<file path="src/rtl/amo_pkg.sv">
package amo_pkg;

    localparam int unsigned ILEN = 32;
    localparam logic [6:0] AMO_MAJOR = 7'b0101111;
    localparam logic [2:0] AMO_WORD  = 3'b010;

    typedef enum logic [4:0] {
        OP_ADD  = 5'b00000,
        OP_SWAP = 5'b00001,
        OP_LR   = 5'b00010,
        OP_SC   = 5'b00011,
        OP_XOR  = 5'b00100,
        OP_OR   = 5'b01000,
        OP_AND  = 5'b01100,
        OP_MIN  = 5'b10000,
        OP_MAX  = 5'b10100,
        OP_MINU = 5'b11000,
        OP_MAXU = 5'b11100
    } amo_op_e;

    typedef enum logic [1:0] {
        K_RMW,
        K_LR,
        K_SC,
        K_BAD
    } amo_kind_e;

    typedef enum logic [2:0] {
        S_IDLE,
        S_DISPATCH,
        S_READ,
        S_WRITE,
        S_DONE
    } amo_state_e;

endpackage

</file>
<file path="src/rtl/amo_decode.sv">
module amo_decode
    import amo_pkg::*;
(
    input  logic [6:0] major,
    input  logic [2:0] width,
    input  logic [4:0] sel,
    input  logic [4:0] src2_field,
    output amo_kind_e  kind,
    output amo_op_e    op
);

    always_comb begin
        op   = amo_op_e'(sel);
        kind = K_BAD;
        if (major == AMO_MAJOR && width == AMO_WORD) begin
            case (sel)
                OP_LR:   kind = (src2_field == 5'd0) ? K_LR : K_BAD;
                OP_SC:   kind = K_SC;
                OP_ADD, OP_SWAP, OP_XOR, OP_OR, OP_AND,
                OP_MIN, OP_MAX, OP_MINU, OP_MAXU:
                         kind = K_RMW;
                default: kind = K_BAD;
            endcase
        end
    end

endmodule

</file>
<file path="src/rtl/amo_alu.sv">
module amo_alu
    import amo_pkg::*;
#(
    parameter int unsigned W = 32
) (
    input  amo_op_e        op,
    input  logic [W-1:0]   old_word,
    input  logic [W-1:0]   src,
    output logic [W-1:0]   result
);

    logic lt_signed;
    logic lt_unsigned;

    assign lt_signed   = $signed(old_word) < $signed(src);
    assign lt_unsigned = old_word < src;

    always_comb begin
        case (op)
            OP_SWAP: result = src;
            OP_ADD:  result = old_word + src;
            OP_XOR:  result = old_word ^ src;
            OP_AND:  result = old_word & src;
            OP_OR:   result = old_word | src;
            OP_MIN:  result = lt_signed   ? old_word : src;
            OP_MAX:  result = lt_signed   ? src : old_word;
            OP_MINU: result = lt_unsigned ? old_word : src;
            OP_MAXU: result = lt_unsigned ? src : old_word;
            default: result = src;
        endcase
    end

endmodule

</file>
<file path="src/rtl/amo_resv.sv">
module amo_resv #(
    parameter int unsigned W = 32
) (
    input  logic         clk,
    input  logic         rst_n,
    input  logic         set,
    input  logic         clr,
    input  logic [W-1:0] set_addr,
    input  logic [W-1:0] probe_addr,
    output logic         hit
);

    logic         held_q;
    logic [W-1:0] where_q;

    always_ff @(posedge clk) begin
        if (!rst_n) begin
            held_q  <= 1'b0;
            where_q <= '0;
        end else if (set) begin
            held_q  <= 1'b1;
            where_q <= set_addr;
        end else if (clr) begin
            held_q  <= 1'b0;
        end
    end

    assign hit = held_q && (where_q == probe_addr);

endmodule

</file>
<file path="src/rtl/amo_seq.sv">
module amo_seq
    import amo_pkg::*;
(
    input  logic      clk,
    input  logic      rst_n,
    input  logic      start,
    input  amo_kind_e kind,
    input  logic      resv_hit,
    input  logic      mem_ready,
    output logic      busy,
    output logic      mem_rd,
    output logic      mem_wr,
    output logic      done,
    output logic      cap_old,
    output logic      resv_set,
    output logic      resv_clr,
    output logic      sc_pass,
    output logic      flag_bad
);

    amo_state_e state_q;
    amo_state_e state_d;

    always_ff @(posedge clk) begin
        if (!rst_n) begin
            state_q <= S_IDLE;
        end else begin
            state_q <= state_d;
        end
    end

    always_comb begin
        state_d = state_q;
        unique case (state_q)
            S_IDLE: begin
                if (start) state_d = S_DISPATCH;
            end
            S_DISPATCH: begin
                unique case (kind)
                    K_BAD:       state_d = S_DONE;
                    K_SC:        state_d = resv_hit ? S_WRITE : S_DONE;
                    K_LR, K_RMW: state_d = S_READ;
                endcase
            end
            S_READ: begin
                if (mem_ready) state_d = (kind == K_LR) ? S_DONE : S_WRITE;
            end
            S_WRITE: begin
                if (mem_ready) state_d = S_DONE;
            end
            S_DONE: begin
                state_d = S_IDLE;
            end
            default: state_d = S_IDLE;
        endcase
    end

    always_comb begin
        busy     = 1'b1;
        mem_rd   = 1'b0;
        mem_wr   = 1'b0;
        done     = 1'b0;
        cap_old  = 1'b0;
        resv_set = 1'b0;
        resv_clr = 1'b0;
        sc_pass  = 1'b0;
        flag_bad = 1'b0;
        unique case (state_q)
            S_IDLE: busy = 1'b0;
            S_DISPATCH: begin
                flag_bad = (kind == K_BAD);
                resv_clr = (kind == K_SC);
                sc_pass  = (kind == K_SC) && resv_hit;
            end
            S_READ: begin
                mem_rd   = 1'b1;
                cap_old  = mem_ready;
                resv_set = mem_ready && (kind == K_LR);
            end
            S_WRITE: mem_wr = 1'b1;
            S_DONE:  done   = 1'b1;
            default: busy   = 1'b1;
        endcase
    end

endmodule

</file>
<file path="src/rtl/amo_unit.sv">
module amo_unit
    import amo_pkg::*;
#(
    parameter int unsigned XLEN = 32
) (
    input  logic            clk,
    input  logic            rst_n,
    input  logic            req_valid,
    output logic            req_ready,
    input  logic [ILEN-1:0] instr,
    input  logic [XLEN-1:0] rs1_val,
    input  logic [XLEN-1:0] rs2_val,
    output logic            done,
    output logic [XLEN-1:0] rd_data,
    output logic            illegal,
    output logic            mem_rd,
    output logic            mem_wr,
    output logic [XLEN-1:0] mem_addr,
    output logic [XLEN-1:0] mem_wdata,
    input  logic [XLEN-1:0] mem_rdata,
    input  logic            mem_ready
);

    logic            busy;
    logic            start;
    logic            cap_old;
    logic            resv_set;
    logic            resv_clr;
    logic            resv_hit;
    logic            sc_pass;
    logic            flag_bad;
    logic            seq_done;
    amo_kind_e       kind;
    amo_op_e         op;
    logic [XLEN-1:0] alu_res;

    logic [6:0]      major_q;
    logic [2:0]      width_q;
    logic [4:0]      sel_q;
    logic [4:0]      src2f_q;
    logic [XLEN-1:0] addr_q;
    logic [XLEN-1:0] src_q;
    logic [XLEN-1:0] result_q;
    logic            bad_q;

    logic            unused_fields;
    assign unused_fields = ^{instr[26:25], instr[11:7]};

    assign start = req_valid && !busy;

    always_ff @(posedge clk) begin
        if (!rst_n) begin
            major_q  <= '0;
            width_q  <= '0;
            sel_q    <= '0;
            src2f_q  <= '0;
            addr_q   <= '0;
            src_q    <= '0;
            result_q <= '0;
            bad_q    <= 1'b0;
        end else begin
            if (start) begin
                major_q  <= instr[6:0];
                width_q  <= instr[14:12];
                sel_q    <= instr[31:27];
                src2f_q  <= instr[24:20];
                addr_q   <= rs1_val;
                src_q    <= rs2_val;
                result_q <= '0;
                bad_q    <= 1'b0;
            end
            if (flag_bad) begin
                bad_q    <= 1'b1;
                result_q <= '0;
            end
            if (resv_clr) begin
                result_q <= {{(XLEN-1){1'b0}}, !sc_pass};
            end
            if (cap_old) begin
                result_q <= mem_rdata;
            end
        end
    end

    amo_decode u_decode (
        .major      (major_q),
        .width      (width_q),
        .sel        (sel_q),
        .src2_field (src2f_q),
        .kind       (kind),
        .op         (op)
    );

    amo_alu #(.W(XLEN)) u_alu (
        .op       (op),
        .old_word (result_q),
        .src      (src_q),
        .result   (alu_res)
    );

    amo_resv #(.W(XLEN)) u_resv (
        .clk        (clk),
        .rst_n      (rst_n),
        .set        (resv_set),
        .clr        (resv_clr),
        .set_addr   (addr_q),
        .probe_addr (addr_q),
        .hit        (resv_hit)
    );

    amo_seq u_seq (
        .clk       (clk),
        .rst_n     (rst_n),
        .start     (start),
        .kind      (kind),
        .resv_hit  (resv_hit),
        .mem_ready (mem_ready),
        .busy      (busy),
        .mem_rd    (mem_rd),
        .mem_wr    (mem_wr),
        .done      (seq_done),
        .cap_old   (cap_old),
        .resv_set  (resv_set),
        .resv_clr  (resv_clr),
        .sc_pass   (sc_pass),
        .flag_bad  (flag_bad)
    );

    assign req_ready = !busy;
    assign done      = seq_done;
    assign rd_data   = result_q;
    assign illegal   = seq_done && bad_q;
    assign mem_addr  = addr_q;
    assign mem_wdata = (kind == K_SC) ? src_q : alu_res;

endmodule

</file>
<file path="config.mk">
export PLATFORM = sky130hd
export DESIGN_NAME = amo_unit
export DESIGN_NICKNAME = d
export VERILOG_FILES = /design/src/rtl/amo_pkg.sv /design/src/rtl/amo_decode.sv /design/src/rtl/amo_alu.sv /design/src/rtl/amo_resv.sv /design/src/rtl/amo_seq.sv /design/src/rtl/amo_unit.sv
export SDC_FILE = /design/constraint.sdc
export NUM_CORES = 1
export LEC_CHECK = 0
export ABC_AREA = 0
export ABC_CLOCK_PERIOD_IN_PS = 3600
export BUFFER_PORTS_ARGS = -buffer_cell sky130_fd_sc_hd__buf_2
export CORE_AREA = 3 3 144 146
export CTS_CLUSTER_DIAMETER = 80
export CTS_CLUSTER_SIZE = 20
export DETAILED_ROUTE_END_ITERATION = 10
export DIE_AREA = 0 0 147 149
export PLACE_DENSITY = 0.81
export SLEW_MARGIN = 20
export SYNTH_ARGS = -nofsm -noshare
export SYNTH_HDL_FRONTEND = slang
export SYNTH_SLANG_ARGS = --single-unit
</file>
<file path="constraint.sdc">
create_clock -name clk -period 3.6 [get_ports clk]
set_input_delay 0.18 -clock clk [delete_from_list [all_inputs] [get_ports clk]]
set_output_delay 0.18 -clock clk [all_outputs]
set_load 0.005 [all_outputs]
</file>
==> impl_metrics.json <==
{
  "whs_ns": -0.00395,
  "ys_types": 76,
  "synth_flop_cell": "dfxtp_1",
  "synth_top_area_share_pct": 28.1,
  "finClkSkew_ns": 0.0201,
  "clockBufferDepth": 2,
  "yosys_register_bits": 153,
  "crit_type": "flop to output port",
  "final_layout_size_suffix_gt1_share_pct": 27.6,
  "drc": 0,
  "required_ns": 3.42,
  "vias": 12023,
  "vdd_drop_max_mv": 0.530,
  "hpwl_mm": 25.7,
  "grt_use_total_pct": 32.9,
  "fin_cells": 2045,
  "tritoncts": "built",
  "wire_per_inst_um": 18.7,
  "p_switching_uw": 4010,
  "hold_path_class": "input pin to flop",
  "grt_pass1_vias": 11603,
  "reg2regPathDepth": 10,
  "clock_power_share_pct": 21.0,
  "setup_slack_ns": -0.158,
  "layout_common_cells": "293 x nand2_1, 219 x buf_2, 127 x dfxtp_1, 118 x a21boi_0, 108 x buf_4",
  "yosysSeqAreaShare_pct": 28.1,
  "ioPinCount": 233,
  "critical_path_arrival_ns": 3.58,
  "status": "finished, violations left",
  "path_clk_slew_ns": 0.08,
  "p_per_area_mw_per_mm2": 609,
  "power.share.combinational_pct": 55.0,
  "yosys_warnings": 0,
  "maxCapViolCount": 0,
  "grt_setup_unrepaired": "true",
  "insertion_delay_ns": 0.44,
  "antenna_found_initial": 3,
  "p_int_uw": 4990,
  "slew_headroom_pct": 28.4,
  "switching_share_pct": 44.5,
  "die_x_um": 147,
  "wl_mm": 38.2,
  "path_max_fanout": 5,
  "coreArea_mm2": 0.0195,
  "root_buffer": "clkbuf_16",
  "via_per_inst": 5.88,
  "rows": 51,
  "hold_violations": 2,
  "period_needed_ns": 3.76,
  "first_pass_iters": 5,
  "layout_commonest_cell": "nand2_1",
  "r2r_slack_ns": 1.01,
  "period_share_pct": 104,
  "crit_path_start_kind": "flop",
  "grt_overflow_total": 0,
  "fin_nets": 1996,
  "antennaDiodeCount": 0,
  "synth.avg_cell_area_um2": 7.53,
  "die_area_mm2": 0.0219,
  "worstMarginPinSlew_ns": 1.07,
  "synth-edff-count": 0,
  "p_leak_uw": 0.00641,
  "synthCells": 1445,
  "dpl.cell_count": 1935,
  "cts_inserted_buffers": 17,
  "grt_max_degree": 130,
  "violations": "hold timing, setup timing",
  "whs_path_depth": 3,
  "seq_power_share_pct": 24.1,
  "io_buffers": 220,
  "die-height_um": 149,
  "slew_violations": 0,
  "gp_congestion": 0.993,
  "initial_utilization_pct": 55.7,
  "synth.cell_area_mm2": 0.0109,
  "setup_viol_count_final": 16,
  "max_freq_ghz": 0.266,
  "grt_first_pass_wirelength_mm": 58.5,
  "drtIter0Drc": 946,
  "synth_area_leaders": "dfxtp_1 28%, ha_1 11%, nand2_1 10%",
  "postSynth.asyncResetShare_pct": 0,
  "yosysTopAreaCell": "dfxtp_1",
  "cts_sinks": 153,
  "syn_to_final_growth_pct": 35.6,
  "h-tree-depth": 4,
  "syn_nets": 1674,
  "endpoint_kind": "output port",
  "final_antenna_net_count": 0
}
## through the flow
stage          setup TNS [ns]  setup WS [ns]  utilization (%)  cell area, um2  total power (uW)
2_1_floorplan               0          0.514                -           10900              4550
3_3_place_gp                0         0.0670             65.3           12700              6170
3_5_place_dp                0        0.00119             65.3           12700              6230
4_1_cts                -0.138        -0.0398             73.1           14300              8400
5_1_grt                 -3.37         -0.202             75.6           14800              9440
6_report               -0.800         -0.158             75.6           14800              9000
## logic make-up after synthesis
group,after synthesis,share of synthesized area (%)
fa+ha+maj,97,11.2
xor+xnor,54,4.61
flops,153,28.1
simple gates,525,21.4
buf+inv,178,6.47
mux,10,0.943
compound gates,428,27.2
## sequential cells by signal, summed over array words and instances (netlist names)
register and flops:
bad_q 1, major_q 7, mem_addr 32, rd_data 32
sel_q 5, src2f_q 5, src_q 32, u_resv.held_q 1
u_resv.where_q 32, u_seq.state_q 3, width_q 3
## power by group through the flow
stage          registers, uW  logic, uW  clock network [uW]
6_report                2170       4940                1880
5_1_grt                 2190       5290                1960
4_1_cts                 2150       4360                1900
3_5_place_dp            2180       4050                   0
3_3_place_gp            2170       4000                   0
2_1_floorplan           2140       2410                   0
## metal layers
| metal | track usage (%) | vias to the layer above | share of wire [%] |
|---|---|---|---|
| met5 | 0 | - | 0.058 |
| met4 | 16.2 | 6 | 4.6 |
| li1 | - | 5657 | - |
| met1 | 39.9 | 5653 | 41 |
| met3 | 7.02 | 135 | 8.4 |
| met2 | 55.6 | 572 | 46 |
## cell usage after synthesis (6+ instances only)
cell type / number
mux2i_1: 8
nand3_1: 23
a21boi_0: 120
a22oi_1: 41
a221oi_1: 9
o2111ai_1: 6
a211oi_1: 12
and2_1: 6
nor2_1: 81
or3_1: 8
dfxtp_1: 153
a31oi_1: 8
buf_2: 11
nor3_1: 19
o22ai_1: 11
a21oi_1: 69
nor2b_1: 41
o211ai_1: 15
nor4_1: 14
xor2_1: 37
a21o_1: 16
nand2_1: 295
o21ai_0: 63
xnor2_1: 14
and3_1: 6
inv_1: 83
clkbuf_1: 76
o221ai_1: 7
o31ai_1: 7
ha_1: 96
## area by class of cell
cell class | count | area, um2
Clock buffer | 17 | 425
Clock inverter | 15 | 191
Fill cell | 1407 | 4770
Inverter | 83 | 314
Multi-Input combinational cell | 1114 | 7730
Sequential cell | 153 | 3110
Tap cell | 265 | 332
Timing Repair Buffer | 398 | 2660
## path summary, 6_finish.rpt
| check | endpoint | start |
|---|---|---|
| min | src_q[5]$_SDFFE_PN0P_ | rs2_val[5] |
| min reg2reg | width_q[1]$_SDFFE_PN0P_ | width_q[1]$_SDFFE_PN0P_ |
| max | mem_wdata[30] | src_q[30]$_SDFFE_PN0P_ |
| max reg2reg | rd_data[30]$_SDFFE_PN0P_ | sel_q[3]$_SDFFE_PN0P_ |
## critical path, cell delays in order, from the launching register on
cell       delay, ns
dfxtp_1         0.36
inv_2           0.08
ha_4            0.30
inv_1           0.07
a221oi_2        0.35
nor2_1          0.11
nor4_2          0.32
o311ai_4        0.18
buf_6           0.18
buf_4           0.14
a2111oi_0       0.47
a311oi_1        0.11
o2111ai_1       0.11
a21boi_2        0.23
buf_2           0.15
## timing repair
item / CTS / global route
endpoints found under the setup margin: 32 / 32
hold buffers: 57 / 1
pin swaps: 9 / 32
resized for setup: 67 / 94
cloned: 0 / 2
endpoints found under the hold margin: 57 / 1
setup buffers: 6 / 14
No activity file was read; power rests on OpenSTA's default activity.
